**src/rtl/loopwatch_pkg.sv**
```systemverilog
package loopwatch_pkg;

    typedef enum logic [1:0] {
        SEL_CTRL    = 2'd0,
        SEL_LIMIT   = 2'd1,
        SEL_MATCH   = 2'd2,
        SEL_HANDLER = 2'd3
    } cfg_sel_e;

    localparam int NCOND      = 3;
    localparam int COND_LIMIT = 0;
    localparam int COND_MATCH = 1;
    localparam int COND_ZERO  = 2;

    localparam int CTRL_ARM    = 0;
    localparam int CTRL_EN_LO  = 1;
    localparam int CTRL_IDX_LO = 4;

    function automatic int max3(input int a, input int b, input int c);
        int m;
        m = (a > b) ? a : b;
        return (m > c) ? m : c;
    endfunction

endpackage

```
**src/rtl/loopwatch_cfg.sv**
```systemverilog
module loopwatch_cfg
    import loopwatch_pkg::*;
#(
    parameter int DATA_W = 32,
    parameter int PC_W   = 32,
    parameter int IDX_W  = 5,
    parameter int CFG_W  = 32
) (
    input  logic              clk,
    input  logic              rst_n,
    input  logic              cfg_we,
    input  logic [1:0]        cfg_sel,
    input  logic [CFG_W-1:0]  cfg_wdata,
    output logic              cfg_wr,
    output logic              arm_req,
    output logic [NCOND-1:0]  cond_en,
    output logic [IDX_W-1:0]  cnt_idx,
    output logic [IDX_W-1:0]  tst_idx,
    output logic [DATA_W-1:0] limit_val,
    output logic [DATA_W-1:0] match_val,
    output logic [PC_W-1:0]   handler
);

    localparam int TST_LO = CTRL_IDX_LO + IDX_W;

    typedef struct packed {
        logic [NCOND-1:0]  en;
        logic [IDX_W-1:0]  cnt;
        logic [IDX_W-1:0]  tst;
        logic [DATA_W-1:0] lim;
        logic [DATA_W-1:0] mat;
        logic [PC_W-1:0]   hnd;
    } cfg_state_t;

    cfg_state_t st_d, st_q;
    cfg_sel_e   sel;

    always_comb begin
        sel     = cfg_sel_e'(cfg_sel);
        st_d    = st_q;
        cfg_wr  = cfg_we;
        arm_req = 1'b0;
        if (cfg_we) begin
            case (sel)
                SEL_CTRL: begin
                    st_d.en = cfg_wdata[CTRL_EN_LO +: NCOND];
                    st_d.cnt = cfg_wdata[CTRL_IDX_LO +: IDX_W];
                    st_d.tst = cfg_wdata[TST_LO +: IDX_W];
                    arm_req  = cfg_wdata[CTRL_ARM];
                end
                SEL_LIMIT:   st_d.lim = cfg_wdata[DATA_W-1:0];
                SEL_MATCH:   st_d.mat = cfg_wdata[DATA_W-1:0];
                SEL_HANDLER: st_d.hnd = cfg_wdata[PC_W-1:0];
                default: ;
            endcase
        end
    end

    always_ff @(posedge clk or negedge rst_n) begin
        if (!rst_n) st_q <= '0;
        else        st_q <= st_d;
    end

    assign cond_en   = st_q.en;
    assign cnt_idx   = st_q.cnt;
    assign tst_idx   = st_q.tst;
    assign limit_val = st_q.lim;
    assign match_val = st_q.mat;
    assign handler   = st_q.hnd;

    AST_LIMIT_HELD: assert property (@(posedge clk) disable iff (!rst_n)
        !(cfg_we && cfg_sel == SEL_LIMIT) |=> $stable(limit_val));

endmodule

```
**src/rtl/loopwatch_cmp.sv**
```systemverilog
module loopwatch_cmp
    import loopwatch_pkg::*;
#(
    parameter int DATA_W = 32,
    parameter int IDX_W  = 5
) (
    input  logic              clk,
    input  logic              rst_n,
    input  logic              rf_we,
    input  logic [IDX_W-1:0]  rf_waddr,
    input  logic [DATA_W-1:0] rf_wdata,
    input  logic [NCOND-1:0]  cond_en,
    input  logic [IDX_W-1:0]  cnt_idx,
    input  logic [IDX_W-1:0]  tst_idx,
    input  logic [DATA_W-1:0] limit_val,
    input  logic [DATA_W-1:0] match_val,
    output logic [NCOND-1:0]  hit
);

    for (genvar g = 0; g < NCOND; g++) begin : g_cond
        logic [IDX_W-1:0]  watch_idx;
        logic [DATA_W-1:0] ref_val;
        if (g == COND_MATCH) begin : g_tst
            assign watch_idx = tst_idx;
            assign ref_val   = match_val;
        end else if (g == COND_LIMIT) begin : g_lim
            assign watch_idx = cnt_idx;
            assign ref_val   = limit_val;
        end else begin : g_zero
            assign watch_idx = cnt_idx;
            assign ref_val   = '0;
        end
        assign hit[g] = cond_en[g] && rf_we && (rf_waddr == watch_idx)
                        && (rf_wdata == ref_val);
    end

    AST_HIT_NEEDS_WRITE: assert property (@(posedge clk) disable iff (!rst_n)
        !rf_we |-> (hit == '0));

endmodule

```
**src/rtl/loopwatch_fire.sv**
```systemverilog
module loopwatch_fire
    import loopwatch_pkg::*;
#(
    parameter int PC_W = 32
) (
    input  logic             clk,
    input  logic             rst_n,
    input  logic             cfg_wr,
    input  logic             arm_req,
    input  logic [NCOND-1:0] hit,
    input  logic [PC_W-1:0]  handler,
    input  logic [PC_W-1:0]  next_pc,
    output logic             redir_valid,
    output logic [PC_W-1:0]  redir_target,
    output logic [PC_W-1:0]  redir_ret_pc,
    output logic [NCOND-1:0] redir_cause
);

    typedef struct packed {
        logic             armed;
        logic             valid;
        logic [PC_W-1:0]  target;
        logic [PC_W-1:0]  ret;
        logic [NCOND-1:0] cause;
    } fire_state_t;

    fire_state_t st_d, st_q;
    logic        fire;

    always_comb begin
        st_d  = st_q;
        fire  = st_q.armed && (|hit);
        if (fire || (cfg_wr && st_q.armed)) st_d.armed = 1'b0;
        else if (arm_req)                   st_d.armed = 1'b1;
        st_d.valid = fire;
        st_d.cause = '0;
        if (fire) begin
            st_d.target = handler;
            st_d.ret    = next_pc;
            st_d.cause  = hit;
        end
    end

    always_ff @(posedge clk or negedge rst_n) begin
        if (!rst_n) st_q <= '0;
        else        st_q <= st_d;
    end

    assign redir_valid  = st_q.valid;
    assign redir_target = st_q.target;
    assign redir_ret_pc = st_q.ret;
    assign redir_cause  = st_q.cause;

    AST_FIRE_NEXT: assert property (@(posedge clk) disable iff (!rst_n)
        (st_q.armed && |hit) |=> redir_valid);
    AST_QUIET_DISARMED: assert property (@(posedge clk) disable iff (!rst_n)
        !st_q.armed |=> !redir_valid);
    AST_ONE_SHOT: assert property (@(posedge clk) disable iff (!rst_n)
        redir_valid |-> !st_q.armed);
    AST_CAUSE_SET: assert property (@(posedge clk) disable iff (!rst_n)
        redir_valid |-> (redir_cause != '0));
    AST_TARGET: assert property (@(posedge clk) disable iff (!rst_n)
        redir_valid |-> (redir_target == $past(handler)));
    AST_CFG_DISARM: assert property (@(posedge clk) disable iff (!rst_n)
        (cfg_wr && st_q.armed) |=> !st_q.armed);

endmodule

```
**src/rtl/loopwatch_trigger.sv**
```systemverilog
module loopwatch_trigger
    import loopwatch_pkg::*;
#(
    parameter int DATA_W = 32,
    parameter int PC_W   = 32,
    parameter int IDX_W  = 5,
    localparam int CFG_W = max3(DATA_W, PC_W, CTRL_IDX_LO + 2 * IDX_W)
) (
    input  logic              clk,
    input  logic              rst_n,
    input  logic              cfg_we,
    input  logic [1:0]        cfg_sel,
    input  logic [CFG_W-1:0]  cfg_wdata,
    input  logic              rf_we,
    input  logic [IDX_W-1:0]  rf_waddr,
    input  logic [DATA_W-1:0] rf_wdata,
    input  logic [PC_W-1:0]   rf_next_pc,
    output logic              redir_valid,
    output logic [PC_W-1:0]   redir_target,
    output logic [PC_W-1:0]   redir_ret_pc,
    output logic [2:0]        redir_cause
);

    logic              cfg_wr, arm_req;
    logic [NCOND-1:0]  cond_en, hit;
    logic [IDX_W-1:0]  cnt_idx, tst_idx;
    logic [DATA_W-1:0] limit_val, match_val;
    logic [PC_W-1:0]   handler;

    loopwatch_cfg #(
        .DATA_W(DATA_W), .PC_W(PC_W), .IDX_W(IDX_W), .CFG_W(CFG_W)
    ) u_cfg (
        .clk(clk), .rst_n(rst_n),
        .cfg_we(cfg_we), .cfg_sel(cfg_sel), .cfg_wdata(cfg_wdata),
        .cfg_wr(cfg_wr), .arm_req(arm_req), .cond_en(cond_en),
        .cnt_idx(cnt_idx), .tst_idx(tst_idx),
        .limit_val(limit_val), .match_val(match_val), .handler(handler)
    );

    loopwatch_cmp #(
        .DATA_W(DATA_W), .IDX_W(IDX_W)
    ) u_cmp (
        .clk(clk), .rst_n(rst_n),
        .rf_we(rf_we), .rf_waddr(rf_waddr), .rf_wdata(rf_wdata),
        .cond_en(cond_en), .cnt_idx(cnt_idx), .tst_idx(tst_idx),
        .limit_val(limit_val), .match_val(match_val), .hit(hit)
    );

    loopwatch_fire #(
        .PC_W(PC_W)
    ) u_fire (
        .clk(clk), .rst_n(rst_n),
        .cfg_wr(cfg_wr), .arm_req(arm_req), .hit(hit),
        .handler(handler), .next_pc(rf_next_pc),
        .redir_valid(redir_valid), .redir_target(redir_target),
        .redir_ret_pc(redir_ret_pc), .redir_cause(redir_cause)
    );

    AST_SINGLE_PULSE: assert property (@(posedge clk) disable iff (!rst_n)
        redir_valid |=> !redir_valid);

endmodule

```
**config.mk**
```make
export PLATFORM = sky130hd
export DESIGN_NAME = loopwatch_trigger
export DESIGN_NICKNAME = d
export VERILOG_FILES = /design/src/rtl/loopwatch_pkg.sv /design/src/rtl/loopwatch_cfg.sv /design/src/rtl/loopwatch_cmp.sv /design/src/rtl/loopwatch_fire.sv /design/src/rtl/loopwatch_trigger.sv
export SDC_FILE = /design/constraint.sdc
export NUM_CORES = 1
export LEC_CHECK = 0
export BUFFER_PORTS_ARGS = -buffer_cell sky130_fd_sc_hd__buf_2
export CORE_ASPECT_RATIO = 1.25
export CORE_UTILIZATION = 45
export CTS_BUF_LIST = sky130_fd_sc_hd__clkbuf_8 sky130_fd_sc_hd__clkbuf_16
export DETAILED_ROUTE_END_ITERATION = 6
export PLACE_DENSITY = 0.66
export SETUP_SLACK_MARGIN = 0.02
export SYNTH_ARGS = -nofsm -noshare
export SYNTH_HDL_FRONTEND = slang
export SYNTH_SLANG_ARGS = --single-unit
```
**constraint.sdc**
```tcl
create_clock -name clk -period 4.7 [get_ports clk]
set_clock_uncertainty 0.1 [all_clocks]
set_input_delay 0.47 -clock clk [delete_from_list [all_inputs] [get_ports clk]]
set_output_delay 0.47 -clock clk [all_outputs]
set_load 0.05 [all_outputs]
```
==> flow_results.xml <==
<?xml version="1.0" encoding="UTF-8"?>
<metrics>
  <group name="clocking">
    <metric name="clock_latency" unit="ns">0.43</metric>
    <metric name="cts_repair_resize_count" unit="">0</metric>
    <metric name="clock_tree.buffer_depth" unit="">2</metric>
    <metric name="clk_pin_slew_worst_paths" unit="ns">0.06</metric>
    <metric name="cts_tree" unit="">yes</metric>
    <metric name="htree_levels" unit="">4</metric>
    <metric name="hold_fix_buffers_at_cts" unit="">0</metric>
    <metric name="cts_inserted_buffers" unit="">17</metric>
    <metric name="post-cts-setup-buffers" unit="">0</metric>
    <metric name="cts_sinks" unit="">178</metric>
    <metric name="clock-root-buffer" unit="">sky130_fd_sc_hd__clkbuf_16</metric>
  </group>
  <group name="yosys">
    <metric name="post-synth-top-count-cell" unit="">sky130_fd_sc_hd__dfrtp_1</metric>
    <metric name="yosys_warning_total" unit="">0</metric>
    <metric name="synth_largest_area_cell" unit="">sky130_fd_sc_hd__dfrtp_1</metric>
    <metric name="synth_top_area_share" unit="%">55.0</metric>
    <metric name="syn-cell-area" unit="um^2">8100</metric>
    <metric name="synth_seq_cells" unit="">178</metric>
    <metric name="syn-instance-count" unit="">566</metric>
    <metric name="ys_async_sr_fraction" unit="%">100</metric>
    <metric name="syn_avg_cell_area" unit="um^2">14.3</metric>
    <metric name="seq_area_frac_synth" unit="%">55.0</metric>
    <metric name="synth.top_cells.by_area" unit="">sky130_fd_sc_hd__dfrtp_1 55%, sky130_fd_sc_hd__mux2_2 22%, sky130_fd_sc_hd__buf_4 6.2%</metric>
    <metric name="synth_enable_flop_cells" unit="">0</metric>
    <metric name="synth_top_cells_by_count" unit="">178 x sky130_fd_sc_hd__dfrtp_1, 156 x sky130_fd_sc_hd__mux2_2, 67 x sky130_fd_sc_hd__buf_4</metric>
    <metric name="synth_fp_nets" unit="">673</metric>
    <metric name="synthDistinctLibCells" unit="">30</metric>
    <metric name="ys_dominant_reg_cell" unit="">sky130_fd_sc_hd__dfrtp_1</metric>
  </group>
  <group name="placement">
    <metric name="routabilityCongestion" unit="">0.886</metric>
    <metric name="place.detailed.hpwl" unit="um">13200</metric>
    <metric name="place_area" unit="um^2">8700</metric>
    <metric name="portBuffers" unit="">174</metric>
    <metric name="numPlacedInstances" unit="">888</metric>
  </group>
  <group name="grt">
    <metric name="globalRoute.totalOverflow" unit="">0</metric>
    <metric name="grt_max_degree" unit="">105</metric>
    <metric name="first_pass_grt_wire_length" unit="um">28100</metric>
    <metric name="first_global_vias" unit="">5130</metric>
    <metric name="grt_antenna_before_repair" unit="">0</metric>
    <metric name="grt_util_all_layers" unit="%">20.4</metric>
  </group>
  <group name="timing">
    <metric name="maxClockFrequency" unit="MHz">311</metric>
    <metric name="report.final.slew_viol_count" unit="">0</metric>
    <metric name="timing.max_slew.rel_slack" unit="%">37.8</metric>
    <metric name="tns" unit="ns">0</metric>
    <metric name="fin_crit" unit="ns">3.21</metric>
    <metric name="tightestPinTransition" unit="ns">0.933</metric>
    <metric name="rsz0062_at_grt" unit="">no</metric>
    <metric name="finalSetupViolations" unit="">0</metric>
    <metric name="min_period_over_period" unit="%">68.3</metric>
    <metric name="hold_violations" unit="">0</metric>
  </group>
  <group name="route">
    <metric name="drt-total-wl" unit="um">17700</metric>
    <metric name="drt_iter0_drc" unit="">91</metric>
    <metric name="post_drt_wl_per_cell" unit="um">19.3</metric>
    <metric name="first_pass_iters" unit="">4</metric>
    <metric name="post-route-drc-count" unit="">0</metric>
    <metric name="postRouteAntennaNets" unit="">0</metric>
    <metric name="routed-via-count" unit="">4708</metric>
    <metric name="drt-vias-per-instance" unit="">5.12</metric>
  </group>
  <group name="run_status">
    <metric name="outcome" unit="">finished, final reports clean</metric>
  </group>
  <group name="worst_setup_path">
    <metric name="crit-reg2reg-launch" unit="">u_cfg.cnt_idx[1]</metric>
    <metric name="slowest_delay" unit="ns">0.73</metric>
    <metric name="crit_path_start" unit="">u_cfg.cnt_idx[1]</metric>
    <metric name="worstPathArrival" unit="ns">3.43</metric>
    <metric name="timing.critical_path.slowest_stage_cell" unit="">sky130_fd_sc_hd__buf_4</metric>
    <metric name="worst-path-max-fanout" unit="">64</metric>
    <metric name="timing.setup.critical_path_class" unit="">flop to flop</metric>
    <metric name="critical_path.endpoint_type" unit="">flop</metric>
    <metric name="timing.critical_path.required" unit="ns">4.91</metric>
    <metric name="crit_path_cell_trace" unit="">xor2_1 &gt; nor4_1 &gt; nand4_1 &gt; or3_4 &gt; o221ai_4 &gt; buf_4 &gt; mux2_2</metric>
    <metric name="worst_setup_path_start_kind" unit="">flop</metric>
  </group>
  <group name="finish">
    <metric name="total_area_of_multi_input_combinational_cells" unit="um^2">3030</metric>
    <metric name="layoutNonFillerInstCount" unit="">919</metric>
    <metric name="finalInstanceArea" unit="um^2">9290</metric>
    <metric name="fin_nets" unit="">790</metric>
    <metric name="area.sequential" unit="um^2">4450</metric>
    <metric name="area_growth_from_synthesis_to_layout" unit="%">14.7</metric>
    <metric name="final_core_util" unit="%">53.1</metric>
    <metric name="layout-drive-gt1-share" unit="%">54.7</metric>
    <metric name="fillCellCount" unit="">1523</metric>
    <metric name="insertedDiodeCount" unit="">0</metric>
  </group>
  <group name="die">
    <metric name="die_width" unit="um">122</metric>
    <metric name="dieHeight" unit="um">152</metric>
    <metric name="row_count" unit="">54</metric>
    <metric name="total_die_area" unit="um^2">18500</metric>
    <metric name="initial_util" unit="%">46.3</metric>
    <metric name="io_pins" unit="">175</metric>
    <metric name="core_region_area" unit="um^2">17500</metric>
  </group>
  <group name="job">
    <metric name="drv.max_cap_violation_count" unit="">0</metric>
  </group>
  <group name="power_and_ir_drop">
    <metric name="cellLeakagePower" unit="nW">4.53</metric>
    <metric name="max-vdd-ir-drop" unit="uV">199</metric>
    <metric name="power_density" unit="nW/um^2">397</metric>
  </group>
  <group name="hold_path">
    <metric name="hp-class" unit="">primary input to asynchronous set/reset pin</metric>
  </group>
</metrics>
-- final cells by class --
cell class	instances	share of cell area [%]
Inverter	2	0.0809
Multi-Input combinational cell	303	32.6
Clock inverter	11	1.25
Clock buffer	20	5.03
Tap cell	224	3.02
Sequential cell	178	48.0
Timing Repair Buffer	181	10.0
-- metrics by stage --
step / worst slack (ns) / total power [W] / hold WS (ns)
2_1_floorplan: 2.13 / 0.00212 / 0.0744
3_3_place_gp: 1.34 / 0.00231 / 0.363
3_5_place_dp: 1.25 / 0.00234 / 0.369
4_1_cts: 1.48 / 0.00374 / 0.0866
5_1_grt: 1.30 / 0.00387 / 0.123
6_report: 1.49 / 0.00369 / 0.0525
-- layer usage --
metal | up-vias | routed length, um | GRT usage [%]
li1 | 2165 | - | -
met1 | 2363 | 7830 | 26.2
met2 | 160 | 8680 | 33.7
met3 | 20 | 876 | 4.28
met4 | 0 | 359 | 7.47
met5 | - | 0 | 0
-- registers in the layout, indices dropped and copies added, names as in the netlist --
signal and flops:
u_cfg.limit_val 32, u_cfg.match_val 32, u_fire.redir_valid 1, u_cfg.tst_idx 5, u_fire.redir_cause 3, u_fire.redir_ret_pc 32, u_cfg.cnt_idx 5, u_fire.redir_target 32
u_cfg.handler 32, u_fire.st_q 1, u_cfg.cond_en 3
-- worst paths after layout --
path | end | slack (ns) | cells after the start
hold / removal | u_fire.redir_ret_pc[19] | 0.05 | 1
max in group asynchronous | u_cfg.limit_val[9] | 3.39 | 2
setup reg to reg | u_fire.redir_ret_pc[28] | 1.49 | 7
setup / recovery | u_fire.redir_ret_pc[28] | 1.49 | 7
hold reg to reg | u_fire.redir_target[30] | 0.38 | 1
min in group clk | u_fire.redir_ret_pc[1] | 0.16 | 2
-- cells in the final DEF, fill, tap and decap left out --
cell,instances
sky130_fd_sc_hd__nand3b_1,2
sky130_fd_sc_hd__a211oi_1,2
sky130_fd_sc_hd__clkbuf_16,17
sky130_fd_sc_hd__o221ai_4,1
sky130_fd_sc_hd__and2b_2,1
sky130_fd_sc_hd__nand2_1,3
sky130_fd_sc_hd__nand4bb_4,1
sky130_fd_sc_hd__clkinv_4,3
sky130_fd_sc_hd__buf_2,173
sky130_fd_sc_hd__xnor2_1,38
sky130_fd_sc_hd__and3_2,1
sky130_fd_sc_hd__clkinvlp_4,2
sky130_fd_sc_hd__nand3_1,4
sky130_fd_sc_hd__mux2_4,10
sky130_fd_sc_hd__or4_1,1
sky130_fd_sc_hd__inv_1,6
sky130_fd_sc_hd__dfrtp_1,178
sky130_fd_sc_hd__or3_4,1
sky130_fd_sc_hd__buf_4,7
sky130_fd_sc_hd__or3_1,2
sky130_fd_sc_hd__nand4_1,12
sky130_fd_sc_hd__nor3_1,1
sky130_fd_sc_hd__o2111ai_1,1
sky130_fd_sc_hd__nor2_1,3
sky130_fd_sc_hd__nor3b_2,1
sky130_fd_sc_hd__bufinv_16,2
sky130_fd_sc_hd__mux2_2,156
sky130_fd_sc_hd__xor2_1,35
sky130_fd_sc_hd__mux2_1,7
sky130_fd_sc_hd__nor4_1,18
sky130_fd_sc_hd__buf_6,1
sky130_fd_sc_hd__clkbuf_8,3
sky130_fd_sc_hd__nor4b_1,1
sky130_fd_sc_hd__a32oi_1,1
-- critical path, delay by kind of cell, from the launching register on --
| family | cells | cell delay [ns] |
|---|---|---|
| AND/OR/NAND/NOR | 3 | 1.08 |
| buffers and inverters | 1 | 0.73 |
| multiplexers | 1 | 0.42 |
| flip-flops | 1 | 0.39 |
| XOR/XNOR | 1 | 0.16 |
| AO/OA/AOI/OAI | 1 | 0.16 |
-- cell families after synthesis --
group	share of synthesized area, %
muxes	24.5
xor gates and xnor gates	7.90
buffers and inverters	7.60
DFF	55.0
and+or+nand+nor	4.22
AOI/OAI and AO/OA	0.726
-- report_power, final --
group          total [W]  internal [W]  switching (W)
sequential       0.00183       0.00171       0.000114
clock            0.00139      0.000816       0.000570
combinational   0.000477      0.000260       0.000217
(Power assumes the default switching activity.)
